$ cat config.mk
export PLATFORM = sky130hd
export DESIGN_NAME = pwm_wavegen
export DESIGN_NICKNAME = d
export VERILOG_FILES = /design/src/rtl/pwm_pkg.sv /design/src/rtl/pwm_regs.sv /design/src/rtl/pwm_prescale.sv /design/src/rtl/pwm_counter.sv /design/src/rtl/pwm_outlatch.sv /design/src/rtl/pwm_wavegen.sv
export SDC_FILE = /design/constraint.sdc
export NUM_CORES = 1
export LEC_CHECK = 0
export BUFFER_PORTS_ARGS = -buffer_cell sky130_fd_sc_hd__buf_4
export CAP_MARGIN = 20
export CORE_MARGIN = 4
export CORE_UTILIZATION = 58
export CTS_BUF_LIST = sky130_fd_sc_hd__clkbuf_4
export DETAILED_ROUTE_END_ITERATION = 6
export GPL_TIMING_DRIVEN = 0
export HOLD_SLACK_MARGIN = 0.05
export PLACE_DENSITY = 0.87
export SETUP_SLACK_MARGIN = 0.1
export SLEW_MARGIN = 20
export SYNTH_ARGS = -nofsm -noshare
export SYNTH_HDL_FRONTEND = slang
export SYNTH_SLANG_ARGS = --single-unit
$ cat constraint.sdc
create_clock -name clk -period 3.89 [get_ports clk]
set_input_delay 0.5835 -clock clk [delete_from_list [all_inputs] [get_ports clk]]
set_output_delay 0.5835 -clock clk [all_outputs]
set_load 0.02 [all_outputs]
$ cat src/rtl/pwm_pkg.sv
`timescale 1ns/1ps
package pwm_pkg;

    localparam int DIV_W  = 2;
    localparam int CTRL_W = 5;

    typedef enum logic [1:0] {
        ADDR_PERIOD = 2'd0,
        ADDR_DUTY   = 2'd1,
        ADDR_CTRL   = 2'd2
    } reg_addr_e;

    typedef enum logic {
        ALIGN_EDGE   = 1'b0,
        ALIGN_CENTER = 1'b1
    } align_e;

    typedef enum logic {
        SRC_SYS = 1'b0,
        SRC_EXT = 1'b1
    } src_e;

    // control word, bit 0 is the LSB
    typedef struct packed {
        logic [DIV_W-1:0] div;
        src_e             src;
        align_e           align;
        logic             pol;
    } ctrl_t;

    // part of the control word that waits for a restart
    typedef struct packed {
        align_e align;
        logic   pol;
    } wave_t;

    function automatic logic level_of(input logic lead, input logic pol);
        return lead ? pol : ~pol;
    endfunction

endpackage

$ cat src/rtl/pwm_regs.sv
`timescale 1ns/1ps
module pwm_regs
    import pwm_pkg::*;
#(
    parameter int W = 8
) (
    input  logic                 clk,
    input  logic                 rst,
    input  logic                 wr_en,
    input  logic [1:0]           wr_addr,
    input  logic [W-1:0]         wr_data,
    input  logic                 restart,
    output logic [W-1:0]         act_period,
    output logic [W-1:0]         act_duty,
    output logic [W-1:0]         nxt_duty,
    output wave_t                act_wave,
    output src_e                 src_sel,
    output logic [DIV_W-1:0]     div
);
    logic [W-1:0] stg_period;
    logic [W-1:0] stg_duty;
    wave_t        stg_wave;
    ctrl_t        wr_ctrl;
    logic         hi_unused;

    assign wr_ctrl   = ctrl_t'(wr_data[CTRL_W-1:0]);
    assign hi_unused = ^wr_data[W-1:CTRL_W];

    always_ff @(posedge clk) begin
        if (rst) begin
            stg_period <= '0;
            stg_duty   <= '0;
            stg_wave   <= '{align: ALIGN_EDGE, pol: 1'b0};
            src_sel    <= SRC_SYS;
            div        <= '0;
        end else if (wr_en) begin
            unique case (wr_addr)
                ADDR_PERIOD: stg_period <= wr_data;
                ADDR_DUTY:   stg_duty   <= wr_data;
                ADDR_CTRL: begin
                    stg_wave <= '{align: wr_ctrl.align, pol: wr_ctrl.pol};
                    src_sel  <= wr_ctrl.src;
                    div      <= wr_ctrl.div;
                end
                default: ;
            endcase
        end
    end

    always_ff @(posedge clk) begin
        if (rst) begin
            act_period <= '0;
            act_duty   <= '0;
            act_wave   <= '{align: ALIGN_EDGE, pol: 1'b0};
        end else if (restart) begin
            act_period <= stg_period;
            act_duty   <= stg_duty;
            act_wave   <= stg_wave;
        end
    end

    assign nxt_duty = restart ? stg_duty : act_duty;

endmodule

$ cat src/rtl/pwm_prescale.sv
`timescale 1ns/1ps
module pwm_prescale
    import pwm_pkg::*;
#(
    parameter int DW = DIV_W
) (
    input  logic          clk,
    input  logic          rst,
    input  src_e          src_sel,
    input  logic          ext_tick,
    input  logic [DW-1:0] div,
    output logic          tick
);
    localparam int PRE_W = (1 << DW) - 1;

    logic [PRE_W-1:0] pre;
    logic [PRE_W-1:0] lim;
    logic             src_on;

    assign lim    = ~({PRE_W{1'b1}} << div);
    assign src_on = (src_sel == SRC_EXT) ? ext_tick : 1'b1;
    assign tick   = src_on && (pre >= lim);

    always_ff @(posedge clk) begin
        if (rst)         pre <= '0;
        else if (tick)   pre <= '0;
        else if (src_on) pre <= pre + 1'b1;
    end

endmodule

$ cat src/rtl/pwm_counter.sv
`timescale 1ns/1ps
module pwm_counter #(
    parameter int W = 8
) (
    input  logic         clk,
    input  logic         rst,
    input  logic         tick,
    input  logic         center,
    input  logic [W-1:0] period,
    output logic [W-1:0] cnt,
    output logic [W-1:0] cnt_next,
    output logic         down_step,
    output logic         restart
);
    logic down, down_n, wrap;

    always_comb begin
        cnt_next  = cnt;
        down_n    = down;
        wrap      = 1'b0;
        down_step = 1'b0;
        if (!center) begin
            down_n = 1'b0;
            if (period <= 1 || cnt >= period - 1'b1) begin
                cnt_next = '0;
                wrap     = 1'b1;
            end else begin
                cnt_next = cnt + 1'b1;
            end
        end else if (!down) begin
            if (cnt >= period) begin
                if (period == '0) begin
                    cnt_next = '0;
                    wrap     = 1'b1;
                end else begin
                    cnt_next  = cnt - 1'b1;
                    down_step = 1'b1;
                    wrap      = (cnt_next == '0);
                    down_n    = !wrap;
                end
            end else begin
                cnt_next = cnt + 1'b1;
            end
        end else begin
            cnt_next  = cnt - 1'b1;
            down_step = 1'b1;
            wrap      = (cnt_next == '0);
            down_n    = !wrap;
        end
    end

    assign restart = tick && wrap;

    always_ff @(posedge clk) begin
        if (rst) begin
            cnt  <= '0;
            down <= 1'b0;
        end else if (tick) begin
            cnt  <= cnt_next;
            down <= down_n;
        end
    end

endmodule

$ cat src/rtl/pwm_outlatch.sv
`timescale 1ns/1ps
module pwm_outlatch
    import pwm_pkg::*;
#(
    parameter int W = 8
) (
    input  logic         clk,
    input  logic         rst,
    input  logic         tick,
    input  logic         restart,
    input  logic         down_step,
    input  logic [W-1:0] cnt_next,
    input  logic [W-1:0] duty,
    input  logic         pol,
    output logic         pwm_out
);
    logic lead, set_ev, clr_ev;

    // set: restart, or a downward step that lands one below duty
    assign set_ev = restart || (down_step && ({1'b0, cnt_next} + 1'b1 == {1'b0, duty}));
    // clear: count lands on duty (clear wins)
    assign clr_ev = (cnt_next == duty);

    always_ff @(posedge clk) begin
        if (rst)               lead <= 1'b0;
        else if (tick) begin
            if (clr_ev)        lead <= 1'b0;
            else if (set_ev)   lead <= 1'b1;
        end
    end

    assign pwm_out = level_of(lead, pol);

endmodule

$ cat src/rtl/pwm_wavegen.sv
`timescale 1ns/1ps
module pwm_wavegen
    import pwm_pkg::*;
#(
    parameter int W = 8
) (
    input  logic         clk,
    input  logic         rst,
    input  logic         wr_en,
    input  logic [1:0]   wr_addr,
    input  logic [W-1:0] wr_data,
    input  logic         ext_tick,
    output logic         pwm_out
);
    logic [W-1:0]     act_period, act_duty, nxt_duty, cnt, cnt_next;
    wave_t            act_wave;
    src_e             src_sel;
    logic [DIV_W-1:0] div;
    logic             cnt_tick, restart, down_step, act_center, act_pol;

    assign act_center = (act_wave.align == ALIGN_CENTER);
    assign act_pol    = act_wave.pol;

    pwm_regs #(.W(W)) u_regs (
        .clk(clk), .rst(rst), .wr_en(wr_en), .wr_addr(wr_addr),
        .wr_data(wr_data), .restart(restart), .act_period(act_period),
        .act_duty(act_duty), .nxt_duty(nxt_duty), .act_wave(act_wave),
        .src_sel(src_sel), .div(div)
    );

    pwm_prescale #(.DW(DIV_W)) u_pre (
        .clk(clk), .rst(rst), .src_sel(src_sel), .ext_tick(ext_tick),
        .div(div), .tick(cnt_tick)
    );

    pwm_counter #(.W(W)) u_cnt (
        .clk(clk), .rst(rst), .tick(cnt_tick), .center(act_center),
        .period(act_period), .cnt(cnt), .cnt_next(cnt_next),
        .down_step(down_step), .restart(restart)
    );

    pwm_outlatch #(.W(W)) u_out (
        .clk(clk), .rst(rst), .tick(cnt_tick), .restart(restart),
        .down_step(down_step), .cnt_next(cnt_next), .duty(nxt_duty),
        .pol(act_pol), .pwm_out(pwm_out)
    );

endmodule

==> reports/results.ini, run 1 <==
[outcome]
status = finished with violations
violations = negative setup slack

[global_routing]
gr-usage-all-layers_pct = 24.1
antenna_found_initial = 0
grt_max_degree = 15
overflow = 0
first_global_vias = 3008
grt_pass1_wl_um = 13900

[routing]
routed_via_density = 6.07
drt_iter0_drc = 158
drt-pass1-iter-count = 4
ant_nets = 0
wl_per_cell_um = 16.7
wl_um = 8180
num_vias = 2974
drc_errors = 0

[synthesis]
ys_warn_count = 0
synth_cells = 391
seq_area_frac_synth_pct = 31.3
syn-num-nets = 431
synth_edf_count = 0
synth_area_um2 = 3330
synth-seq-cells = 52
async_reset_ff_share_pct = 0
ys_types = 69
avgSynthCellArea_um2 = 8.51
synth-main-ff-cell = dfxtp_1

[sta]
tns_ns = -0.0209
grt_setup_unrepaired = true
slew-limit-headroom_pct = 60.1
fin_skew_ns = 0.0103
max_freq_ghz = 0.256
fin_crit_ns = 3.91
setup_viol = 1
post-route-period-util_pct = 101
setup_ws_ns = -0.0209
maxSlewViolCount = 0
worst_pin_slew_ns = 0.594
hold_ws_ns = 0.453
hold_viol = 0

[critical_path]
crit_slowest_cell = dfxtp_1
r2r_start = u_cnt.cnt[0]
startpoint = u_cnt.cnt[0]
cp-start-kind = register
critPathKind = register to register
crit_arrival_ns = 4.21
crit_fanout = 8
crit_chain = inv_1 > ha_1 > nor3b_1 > nor2_1 > o31ai_1 > a22oi_2 > buf_4 > o221ai_2 > and2_4 > nand2_1 > or3_1 > o21ai_1 > a311oi_1 > a211oi_1
crit_path_end_kind = register
critical_path_required_ns = 4.19
cpPeakStageDelay_ns = 0.57

[layout]
syn2layout_area_growth_pct = 14.0
diodes = 0
drive_above_1_share_pct = 18.2
fin_area_um2 = 3790
instances_no_fill = 490
layout.nets = 459

[floorplanning]
dieArea_um2 = 7010
core_um2 = 5540
die_w_um = 83.7
fp.dieH_um = 83.7
start_util_pct = 60.0
io_pins = 15
rows = 27

[clock_tree]
clockRootBuffer = clkbuf_4
cts_max_level = 2
clk_latency_ns = 0.37
ctsHoldBuffers = 0
numClockSinks = 52
cts_buffers = 5
cts_tree = built
clk_path_buf_depth = 2
clk_pin_slew_ns = 0.14

[place]
placedCellCount = 476
place_congestion = 0.913
port_buffers = 13
placed_area_um2 = 3510
place_ws_ns = -0.421
dp.final_hpwl_um = 5970

[power_and_ir_drop]
ir_drop_v = 0.000221
p_seq_share_pct = 39.1
p_per_area_nw_per_um2 = 408
switching_share_pct = 37.2
p_clk_share_pct = 18.8
power.switching_mw = 0.576
intPower_mw = 0.971
comb_power_share_pct = 42.1
leakage_nw = 1.58

[hold_path]
hp-start = wr_data[7]
hold_path.class = input pin to register

[flow_run]
maxCapViolCount = 0

flip-flops by register name, summed over array words and instances, names as in the netlist:
signal	count
u_regs.act_period	8
u_out.lead	1
u_regs.src_sel	1
u_regs.div	2
u_regs.act_wave	2
u_regs.stg_duty	8
u_cnt.cnt	8
u_regs.act_duty	8
u_cnt.down	1
u_regs.stg_wave	2
u_pre.pre	3
u_regs.stg_period	8
power groups by stage:
stage / clock, mW / sequential, mW / combinational, mW
finish: 0.290 / 0.605 / 0.652
global route: 0.320 / 0.610 / 0.716
CTS: 0.295 / 0.604 / 0.609
detailed placement: 0 / 0.615 / 0.566
global placement: 0 / 0.613 / 0.547
floorplan: 0 / 0.600 / 0.449
cell usage in the layout, fill, tap and decap left out, drive strengths merged, types with 5 or more instances in the layout:
cell,netlist,routed
a211oi,5,5
a21oi,23,23
buf,5,27
clkbuf,15,19
dfxtp,52,52
ha,26,26
inv,16,16
mux2i,34,34
nand2,38,38
nand3,6,6
nor2,59,59
nor3,7,7
nor4,6,6
o21ai,11,11
xnor2,15,15
xor2,6,6
cells by family (layout without fill, tap and decap cells):
kind of cell | Yosys count | in the layout | share of synthesized area, %
AOI/OAI and AO/OA | 71 | 71 | 15.3
DFF | 52 | 52 | 31.3
adders and majority gates | 26 | 26 | 9.78
buffers and inverters | 36 | 63 | 4.55
muxes | 35 | 35 | 10.7
xor gates and xnor gates | 21 | 21 | 5.75
and+or+nand+nor | 150 | 150 | 22.6
routing by layer:
metal	track usage, %	wire (um)
met1	29.9	3390
met2	41.1	4070
met3	3.06	460
met4	11.7	266
met5	0	0
final timing paths:
kind / endpoint / slack (ns) / depth (start not counted)
max: u_out.lead / -0.02 / 14
min: u_regs.stg_duty[7] / 0.45 / 3
min reg2reg: u_regs.act_period[3] / 0.47 / 2
max reg2reg: u_out.lead / -0.02 / 14
worst max-delay path, delay by kind of cell (launching register included):
kind | cells | cell delay, ns
and+or+nand+nor | 5 | 1.06
buffers and inverters | 2 | 0.44
AOI/OAI and AO/OA | 6 | 1.42
adders and majority gates | 1 | 0.34
DFF | 1 | 0.57
cell usage after synthesis, types with 2 or more instances:
cell       instances  area share (%)
o21ai_0            8             1.2
a22oi_1            2            0.45
nand3b_1           2            0.45
a21o_1             3            0.68
buf_1              2            0.23
o31ai_1            3            0.68
or2_2              2            0.38
nor2_1            59             6.7
clkbuf_1          15             1.7
nor2b_1            3            0.56
or3_1              4            0.75
a31oi_1            3            0.56
o21ai_1            2            0.30
nor3b_1            2            0.45
ha_1              26             9.8
nor4_1             4            0.75
inv_1             16             1.8
a21oi_1           23             3.5
dfxtp_1           52              31
nand3_1            6            0.90
nor4_2             2            0.75
nand2_1           38             4.3
xnor2_1           14             3.7
a211oi_1           4            0.90
xor2_1             6             1.6
a2bb2oi_1          2            0.53
mux2i_1           34              10
nor3b_2            2            0.75
nor3_1             7             1.1
nand4_1            3            0.56
buf_6              2            0.68
nor4b_1            2            0.53
o211ai_1           2            0.45
repair_timing:
action	in CTS	in global routing
endpoints found under the setup margin	1	1
setup buffers	7	2
pin swaps	9	6
resized for setup	16	19
layout make-up:
cell class              count  area [um^2]
flip-flops and latches     52         1050
inverters                  16         60.1
multi-input cells         303         2270
plain buffers              19         87.6
well taps                  72         90.1
fillers                   465         1750
clock inverters             1         30.0
repair buffers             22          165
clock buffers               5         37.5
through the flow:
| step | total power [mW] | utilization, % |
|---|---|---|
| finish | 1.55 | 68.5 |
| floorplan | 1.05 | - |
| global route | 1.65 | 68.5 |
| global placement | 1.16 | 63.4 |
| CTS | 1.51 | 66.9 |
| detailed placement | 1.18 | 63.4 |
(Power assumes the default switching activity.)
==> inputs of run 2 (changes only) <==
--- a/config.mk
+++ b/config.mk
@@ -11,7 +11,6 @@
 export CORE_UTILIZATION = 58
 export CTS_BUF_LIST = sky130_fd_sc_hd__clkbuf_4
 export DETAILED_ROUTE_END_ITERATION = 6
-export GPL_TIMING_DRIVEN = 0
 export HOLD_SLACK_MARGIN = 0.05
 export PLACE_DENSITY = 0.87
 export SETUP_SLACK_MARGIN = 0.1
==> run 2 against run 1 <==
Against the previous run: the flow still finishes with violations (negative setup slack); sequential cell count is the same; sequential power about the same; worst hold slack is essentially flat; via count up 6.9%; combinational power up 18%; register-to-register slack lost 0.09 ns.
==> reports/results.ini, run 2 (synthesis results as in run 1) <==
[outcome]
status = finished with violations  ; unchanged
violations = negative setup slack  ; unchanged

[routing]
ant_nets = 0  ; unchanged
drc_errors = 0  ; unchanged
drt_iter0_drc = 308  ; was 158
wl_per_cell_um = 18.6  ; was 16.7 um
wl_um = 9290  ; was 8180 um
routed_via_density = 6.36  ; was 6.07
drt-pass1-iter-count = 5  ; was 4
num_vias = 3178  ; was 2974

[sta]
hold_viol = 0  ; unchanged
worst_pin_slew_ns = 0.531  ; was 0.594 ns
setup_viol = 1  ; unchanged
maxSlewViolCount = 0  ; unchanged
fin_crit_ns = 4.00  ; was 3.91 ns
setup_ws_ns = -0.113  ; was -0.0209 ns
max_freq_ghz = 0.250  ; was 0.256 GHz
post-route-period-util_pct = 103  ; was 101%
grt_setup_unrepaired = true  ; unchanged
slew-limit-headroom_pct = 64.5  ; was 60.1%
fin_skew_ns = 0.0123  ; was 0.0103 ns

[layout]
final_util_pct = 72.2  ; was 68.5%
fin_area_um2 = 4000  ; was 3790 um^2
most-common-layout-cells = nor2_1 (57), dfxtp_1 (49), buf_4 (48)  ; was nor2_1 (57), dfxtp_1 (47), nand2_1 (38)
diodes = 0  ; unchanged
syn2layout_area_growth_pct = 20.2  ; was 14.0%
layout.nets = 467  ; was 459
layout_commonest_cell = nor2_1  ; unchanged
drive_above_1_share_pct = 25.7  ; was 18.2%

[global_routing]
overflow = 0  ; unchanged
antenna_found_initial = 0  ; unchanged
grt_pass1_wl_um = 14600  ; was 13900 um
busiest_layer = met2  ; unchanged
grt_max_degree = 53  ; was 15
grtUsageMet2_pct = 44.3  ; was 41.1%
first_global_vias = 3059  ; was 3008
met1_usage_pct = 30.2  ; was 29.9%
grt.met3_usage_pct = 3.95  ; was 3.06%
gr-usage-all-layers_pct = 25.2  ; was 24.1%

[critical_path]
crit_arrival_ns = 4.27  ; was 4.21 ns
cp-start-kind = register  ; unchanged
critical_path_required_ns = 4.16  ; was 4.19 ns
critPathKind = register to register  ; unchanged
crit_path_end_kind = register  ; unchanged
crit_fanout = 6  ; was 8

[place]
port_buffers = 14  ; was 13
dp.final_hpwl_um = 5800  ; was 5970 um
place_congestion = 0.895  ; was 0.913
placed_area_um2 = 3610  ; was 3510 um^2

[floorplanning]
fp.dieH_um = 83.7  ; unchanged
start_util_pct = 60.0  ; unchanged
io_pins = 15  ; unchanged
rows = 27  ; unchanged
die_w_um = 83.7  ; unchanged
core_um2 = 5540  ; unchanged
dieArea_um2 = 7010  ; unchanged

[flow_run]
maxCapViolCount = 0  ; unchanged

[power_and_ir_drop]
ir_drop_v = 0.000276  ; was 0.000221 V
power_mw = 1.69  ; was 1.55 mW
leakage_nw = 1.68  ; was 1.58 nW
p_per_area_nw_per_um2 = 422  ; was 408 nW/um^2

[clock_tree]
cts_buffers = 5  ; unchanged
cts_max_level = 2  ; unchanged
clk_latency_ns = 0.37  ; about the same
clk_path_buf_depth = 2  ; unchanged
clockRootBuffer = clkbuf_4  ; unchanged
clk_pin_slew_ns = 0.15  ; was 0.14 ns
ctsHoldBuffers = 0  ; unchanged
cts_tree = built  ; unchanged
numClockSinks = 52  ; unchanged

[hold_path]
hold_path.class = input pin to register  ; unchanged

## run 2: changes by cell type in the layout (fill, tap and decap cells not counted), moves of 2 or more
cell and change:
dfxtp_1 +2, mux2i_1 -3, buf_4 +26, clkbuf_1 -14, buf_1 -2, mux2i_4 +2
## run 2: repair_timing
action / in CTS / in global routing
gates cloned: 0 / 0
setup endpoints to repair: 1 / 1
gates resized for setup: 29 / 15
buffers inserted: 4 / 7
pin swaps: 9 / 16
## run 2: stage by stage
stage / setup TNS (ns) / std cells / setup WS (ns) / hold WS (ns)
3_5_place_dp: -0.0220 / 481 / -0.0220 / 0.455
4_1_cts: 0 / 493 / 0.0819 / 0.458
2_1_floorplan: 0 / 391 / 0.113 / 0.431
6_report: -0.113 / 500 / -0.113 / 0.453
3_3_place_gp: 0 / 481 / 0.100 / 0.444
5_1_grt: -0.328 / 500 / -0.328 / 0.454
## run 2: path summary, 6_finish.rpt
kind,start,end,slack (ns),depth (start not counted)
setup / recovery,u_regs.act_period[1],u_out.lead,-0.11,19
hold / removal,wr_data[6],u_regs.stg_duty[6],0.45,3
hold reg to reg,u_regs.stg_wave[0],u_regs.act_wave[0],0.49,2
setup reg to reg,u_regs.act_period[1],u_out.lead,-0.11,19
## run 2: where the power goes
part,internal [mW],switching [mW],leakage (nW)
registers,0.564,0.0437,0.423
clock network,0.142,0.170,0.0456
logic,0.336,0.431,1.21
total,1.04,0.645,1.68
## run 2: routing by layer
| layer | wire length (um) | vias up | share of wire [%] |
|---|---|---|---|
| li1 | - | 1459 | - |
| met1 | 3660 | 1497 | 39 |
| met2 | 4560 | 169 | 49 |
| met3 | 613 | 53 | 6.6 |
| met4 | 462 | 0 | 5.0 |
| met5 | 0 | - | 0 |
## run 2: worst max-delay path, stage by stage (launching register included)
cell and delay (ns):
dfxtp_2 0.38, inv_1 0.12, ha_2 0.24, inv_1 0.09
nor3_1 0.24, xnor2_1 0.14, ha_1 0.22, a211oi_2 0.21
nor2_1 0.08, nor4_2 0.15, buf_4 0.17, a22oi_2 0.14
a2bb2oi_2 0.20, a22oi_2 0.22, buf_4 0.18, or2b_1 0.27
nor4bb_2 0.33, o21ai_1 0.13, a311oi_2 0.37, a211oi_2 0.05
## run 2: final cells by class
| class | instances | area [um^2] |
|---|---|---|
| multi-input combinational | 303 | 2350 |
| fill | 367 | 1540 |
| clock buffer | 6 | 45.0 |
| tap | 72 | 90.1 |
| sequential | 52 | 1040 |
| inverter | 16 | 60.1 |
| clock inverter | 2 | 35.0 |
| timing repair buffer | 49 | 372 |
